## config.mk

```make
export PLATFORM = sky130hd
export DESIGN_NAME = vsr_unit
export DESIGN_NICKNAME = d
export VERILOG_FILES = /design/src/rtl/vsr_pkg.sv /design/src/rtl/vsr_rotl.sv /design/src/rtl/vsr_lane_unit.sv /design/src/rtl/vsr_lane_array.sv /design/src/rtl/vsr_vec_rot.sv /design/src/rtl/vsr_unit.sv
export SDC_FILE = /design/constraint.sdc
export NUM_CORES = 2
export LEC_CHECK = 0
export BUFFER_PORTS_ARGS = -buffer_cell sky130_fd_sc_hd__buf_2
export CORE_MARGIN = 2
export CORE_UTILIZATION = 30
export DETAILED_ROUTE_END_ITERATION = 8
export PLACE_DENSITY = 0.49
export SYNTH_ARGS = -nofsm -noshare
export SYNTH_HDL_FRONTEND = slang
export SYNTH_HIERARCHICAL = 1
export SYNTH_SLANG_ARGS = --single-unit
```

## constraint.sdc

```tcl
create_clock -name clk -period 4.3 [get_ports clk]
set_clock_uncertainty 0.05 [all_clocks]
set_input_delay 0.645 -clock clk [delete_from_list [all_inputs] [get_ports clk]]
set_output_delay 0.645 -clock clk [all_outputs]
set_load 0.02 [all_outputs]
```

## src/rtl/vsr_pkg.sv

```systemverilog
package vsr_pkg;

  // bit 2 selects halfword lanes, bits 1:0 select the kind of move
  typedef enum logic [2:0] {
    OP_SHL_W     = 3'b000,
    OP_SHR_W     = 3'b001,
    OP_ROT_W     = 3'b010,
    OP_ROT_VBIT  = 3'b011,
    OP_SHL_H     = 3'b100,
    OP_SHR_H     = 3'b101,
    OP_ROT_H     = 3'b110,
    OP_ROT_VBYTE = 3'b111
  } vsr_op_e;

  typedef enum logic [1:0] {
    K_SHL = 2'b00,
    K_SHR = 2'b01,
    K_ROT = 2'b10,
    K_VEC = 2'b11
  } vsr_kind_e;

endpackage

```

## src/rtl/vsr_rotl.sv

```systemverilog
module vsr_rotl #(
  parameter int W  = 32,
  parameter int AW = $clog2(W)
) (
  input  logic [W-1:0]  din,
  input  logic [AW-1:0] amt,
  output logic [W-1:0]  dout
);

  logic [W-1:0] stg [0:AW];

  assign stg[0] = din;

  for (genvar s = 0; s < AW; s++) begin : g_stage
    localparam int SH = 1 << s;
    assign stg[s+1] = amt[s] ? {stg[s][W-1-SH:0], stg[s][W-1:W-SH]} : stg[s];
  end

  assign dout = stg[AW];

endmodule

```

## src/rtl/vsr_lane_unit.sv

```systemverilog
module vsr_lane_unit
  import vsr_pkg::*;
#(
  parameter int LW = 32
) (
  input  logic [LW-1:0] a,
  input  logic [LW-1:0] b,
  input  vsr_kind_e     kind,
  output logic [LW-1:0] y
);

  localparam int NW = $clog2(LW);

  logic [NW:0]   amt;
  logic          over;
  logic [NW-1:0] n;
  logic [NW-1:0] rot_n;
  logic [LW-1:0] rotated;
  logic [LW-1:0] mask;
  logic          unused_hi;

  assign amt       = b[NW:0];
  assign over      = amt[NW];
  assign n         = amt[NW-1:0];
  assign unused_hi = ^b[LW-1:NW+1];

  // right moves reuse the left rotator with the complementary distance
  always_comb begin
    if (kind == K_SHR) rot_n = {NW{1'b0}} - n;
    else               rot_n = n;
  end

  vsr_rotl #(.W(LW), .AW(NW)) i_rot (
    .din  (a),
    .amt  (rot_n),
    .dout (rotated)
  );

  always_comb begin
    case (kind)
      K_SHL:   mask = {LW{1'b1}} << n;
      K_SHR:   mask = {LW{1'b1}} >> n;
      default: mask = {LW{1'b1}};
    endcase
    if (over && (kind == K_SHL || kind == K_SHR)) mask = '0;
  end

  assign y = rotated & mask;

endmodule

```

## src/rtl/vsr_lane_array.sv

```systemverilog
module vsr_lane_array
  import vsr_pkg::*;
#(
  parameter int VW = 128,
  parameter int LW = 32
) (
  input  logic [VW-1:0] a,
  input  logic [VW-1:0] b,
  input  vsr_kind_e     kind,
  output logic [VW-1:0] y
);

  localparam int NL = VW / LW;

  for (genvar i = 0; i < NL; i++) begin : g_lane
    localparam int HI = VW - 1 - i * LW;
    vsr_lane_unit #(.LW(LW)) i_lane (
      .a    (a[HI -: LW]),
      .b    (b[HI -: LW]),
      .kind (kind),
      .y    (y[HI -: LW])
    );
  end

endmodule

```

## src/rtl/vsr_vec_rot.sv

```systemverilog
module vsr_vec_rot #(
  parameter int VW = 128,
  parameter int SW = 32
) (
  input  logic [VW-1:0] a,
  input  logic [SW-1:0] src,
  input  logic          byte_mode,
  output logic [VW-1:0] y
);

  localparam int AW = $clog2(VW);
  localparam int BW = $clog2(VW / 8);

  logic [AW-1:0] amt;
  logic          unused_src;

  assign unused_src = ^src[SW-1:AW];
  assign amt = byte_mode ? {src[BW-1:0], 3'b000} : src[AW-1:0];

  vsr_rotl #(.W(VW), .AW(AW)) i_rot (
    .din  (a),
    .amt  (amt),
    .dout (y)
  );

endmodule

```

## src/rtl/vsr_unit.sv

```systemverilog
module vsr_unit
  import vsr_pkg::*;
#(
  parameter int VEC_W  = 128,
  parameter int WORD_W = 32,
  parameter int HALF_W = 16
) (
  input  logic             clk,
  input  logic             rst_n,
  input  logic             in_valid,
  output logic             in_ready,
  input  logic [2:0]       in_op,
  input  logic [VEC_W-1:0] in_a,
  input  logic [VEC_W-1:0] in_b,
  output logic             out_valid,
  input  logic             out_ready,
  output logic [VEC_W-1:0] out_data
);

  vsr_kind_e        kind;
  logic             half_sel;
  logic             accept;
  logic [VEC_W-1:0] y_word;
  logic [VEC_W-1:0] y_half;
  logic [VEC_W-1:0] y_vec;
  logic [VEC_W-1:0] nxt;

  assign kind     = vsr_kind_e'(in_op[1:0]);
  assign half_sel = in_op[2];
  assign in_ready = !out_valid || out_ready;
  assign accept   = in_valid && in_ready;

  vsr_lane_array #(.VW(VEC_W), .LW(WORD_W)) i_words (
    .a (in_a), .b (in_b), .kind (kind), .y (y_word)
  );

  vsr_lane_array #(.VW(VEC_W), .LW(HALF_W)) i_halves (
    .a (in_a), .b (in_b), .kind (kind), .y (y_half)
  );

  vsr_vec_rot #(.VW(VEC_W), .SW(WORD_W)) i_vec (
    .a         (in_a),
    .src       (in_b[VEC_W-1 -: WORD_W]),
    .byte_mode (half_sel),
    .y         (y_vec)
  );

  always_comb begin
    if (kind == K_VEC) nxt = y_vec;
    else if (half_sel) nxt = y_half;
    else               nxt = y_word;
  end

  always_ff @(posedge clk) begin
    if (!rst_n) begin
      out_valid <= 1'b0;
      out_data  <= '0;
    end else begin
      if (in_ready) out_valid <= in_valid;
      if (accept)   out_data  <= nxt;
    end
  end

endmodule

```

==> results.sh <==
export IMPL_status="finished clean"
export IMPL_fp_dieH_um=367
export IMPL_fin_crit_ns=3.87
export IMPL_grt_pass1_vias=33552
export IMPL_final_cells=5280
export IMPL_p_leak_nw=15.8
export IMPL_total_power_mw=11.8
export IMPL_wirelength_um=177000
export IMPL_clock_latency_ns=0.55
export IMPL_via_per_inst=6.72
export IMPL_worst_setup_path_type="primary input to flip-flop"
export IMPL_cts_made_buffers=17
export IMPL_setup_slack_ns=0.429
export IMPL_core_um2=131000
export IMPL_clk_pin_slew_ns=0.08
export IMPL_multi_input_area_um2=34200
export IMPL_synth_seq_cells=129
export IMPL_syn_nets=3687
export IMPL_clock_sinks=129
export IMPL_internal_power_mw=6.20
export IMPL_synthMuxAreaShare=0.632
export IMPL_synthCells=3372
export IMPL_grt_util_all_layers=0.256
export IMPL_worst_pin_slew_ns=0.959
export IMPL_path_max_fanout=28
export IMPL_place_congestion=1.01
export IMPL_avgRoutedWirePerCell_um=33.6
export IMPL_dieArea_um2=135000
export IMPL_ctsResizeCount=0
export IMPL_fmax_mhz=258
export IMPL_synth_avg_cell_area_um2=11.7
export IMPL_whs_ns=0.317
export IMPL_cp_arrival_ns=4.25
export IMPL_mostFrequentLayoutCells="mux4_2, nand2_1, buf_2, mux2_2, nor2_1"
export IMPL_placed_area_um2=43000
export IMPL_register_area_um2=2580
export IMPL_crit_required_ns=4.68
export IMPL_dp_slack_ns=-0.0740
export IMPL_switching_share=0.474
export IMPL_cts_hold_buf=0
export IMPL_irDropWorstVdd_v=0.000220
export IMPL_relSlewSlack=0.360
export IMPL_antenna_found_initial=21
export IMPL_cts_max_path_buffers=2
export IMPL_pin_count=393
export IMPL_htreeDepth=4
export IMPL_synth_top_family_by_area="multiplexers"
export IMPL_period_share=0.900
export IMPL_drt_iter0_drc=5122
export IMPL_grt_remaining_overflow=0
export IMPL_first_pass_iters=6
export IMPL_grt_max_degree=129
export IMPL_seq_area_frac_synth=0.0652
export IMPL_synthArstFlopShare=0
export IMPL_synth_compound_area_share=0.0987
export IMPL_p_sw_mw=5.59
export IMPL_die_width_um=367
export IMPL_startpoint_type="primary input"
export IMPL_io_buffers=309
export IMPL_fin_nets=3822
export IMPL_dp_cells=5243
export IMPL_final_setup_tns_ns=0
export IMPL_rows=133
export IMPL_synth_xor_area_frac=0.00354
export IMPL_power_density_nw_per_um2=270
export IMPL_tritoncts="yes"
export IMPL_synth_cell_types=69
export IMPL_grt_pass1_wl_um=252000
export IMPL_rsz0062_at_grt="false"
export IMPL_pwr_share_seq=0.121
export IMPL_synth_edf_count=0
export IMPL_post_cts_buffers=0
export IMPL_vias=35469
export IMPL_drv_cap=0
export IMPL_area_growth_pct=10.1
export IMPL_yosys_area_share_simple=0.105
export IMPL_synth_warnings=6
export IMPL_drc=0
export IMPL_drive_above_1_share=0.485
export IMPL_drv_slew=0
export IMPL_syn_area_um2=39600
export IMPL_hpwl_um=140000
export IMPL_setup_viol=0
export IMPL_final_common_cell="mux4_2"
export IMPL_p_comb_frac=0.741
export IMPL_crit_path_end_kind="flip-flop"
export IMPL_clockPowerShare=0.138
export IMPL_stdcell_area_um2=43600
export IMPL_postRouteAntennaNets=0
export IMPL_ys_flop_type="dfxtp_1"
export IMPL_initial_core_util=0.302
export IMPL_hp_class="primary input to flip-flop"
export IMPL_fillerInstances=13169
export IMPL_ctsRootBufferMaster="clkbuf_16"
export IMPL_synthAdderAreaFrac=0.0164
export IMPL_fin_util=0.332
export IMPL_final_hold_viol_count=0
## final timing paths
kind                             start                   endpoint  slack [ns]  depth (start not counted)
min                              rst_n     out_valid$_SDFFE_PN0P_        0.32                          2
max                           in_op[2]   out_data[9]$_SDFFE_PN0P_        0.43                         11
min reg2reg  out_data[76]$_SDFFE_PN0P_  out_data[76]$_SDFFE_PN0P_        0.41                          1
max reg2reg     out_valid$_SDFFE_PN0P_  out_data[63]$_SDFFE_PN0P_        2.49                          4
## sequential cells by signal, indices dropped and copies added, names as in the netlist
register / count
out_data: 128
out_valid: 1
## worst max-delay path: stages
cell and delay, ns:
clkbuf_8 0.11, and2b_4 0.30, buf_12 0.23, buf_4 0.17, mux4_2 0.61, mux4_2 0.59
mux4_2 0.53, buf_4 0.17, mux2_2 0.29, or2_2 0.31, a32o_1 0.25
## logic make-up (layout without fill, tap and decap cells)
family	count (synthesis)	count (layout)
multiplexers	1300	1300
AND/OR/NAND/NOR	864	864
AO/OA/AOI/OAI	530	530
buffers and inverters	481	629
flip-flops	129	129
adder cells (fa/ha/maj)	52	52
XOR/XNOR	16	16
other	0	5
## synth_stat cells, drive strengths merged (5+ instances only)
cell      n  share of area
a32o    128          0.032
ha       52          0.016
a21oi   158          0.020
o32ai    12         0.0027
dfxtp   129          0.065
a21boi    6         0.0012
or3b     11         0.0029
o21ai    19         0.0024
a31o      5         0.0011
o221a     7         0.0020
nand2   331          0.031
nor2b    18         0.0028
or2     146          0.023
nor2    208          0.020
buf     282          0.059
o211ai   69          0.013
o31a      5         0.0011
o21a     17         0.0032
nand3b   15         0.0028
nand3    10         0.0013
mux2i   128          0.032
mux2    276          0.079
clkbuf  138          0.013
a221oi   14         0.0033
a211oi   19         0.0040
nor3     50         0.0071
xor2     12         0.0027
inv      61         0.0058
o22ai    44         0.0069
nor4      7         0.0013
nand2b   52         0.0090
mux4    896           0.52
a31oi    15         0.0027
## power by group through the flow
stage	logic, mW	clock network (mW)	registers [mW]
2_1_floorplan	5.60	0	1.56
3_3_place_gp	8.52	0	1.45
4_1_cts	8.53	1.68	1.43
6_report	8.74	1.62	1.43
5_1_grt	9.06	1.71	1.44
3_5_place_dp	8.49	0	1.46
## metal layers
metal,vias to the layer above,share of wire,track usage
met3,347,0.10,0.0552
met5,-,0.00052,0
met1,18384,0.39,0.336
met2,2303,0.46,0.401
met4,14,0.052,0.117
li1,14421,-,-
## final cells by class
cell class	instances	area share
Antenna cell	5	0.000287
Clock buffer	19	0.0104
Clock inverter	13	0.00344
Inverter	61	0.00525
Multi-Input combinational cell	2762	0.783
Sequential cell	129	0.0592
Tap cell	1755	0.0504
Timing Repair Buffer	536	0.0878
No activity file was read; power rests on OpenSTA's default activity.
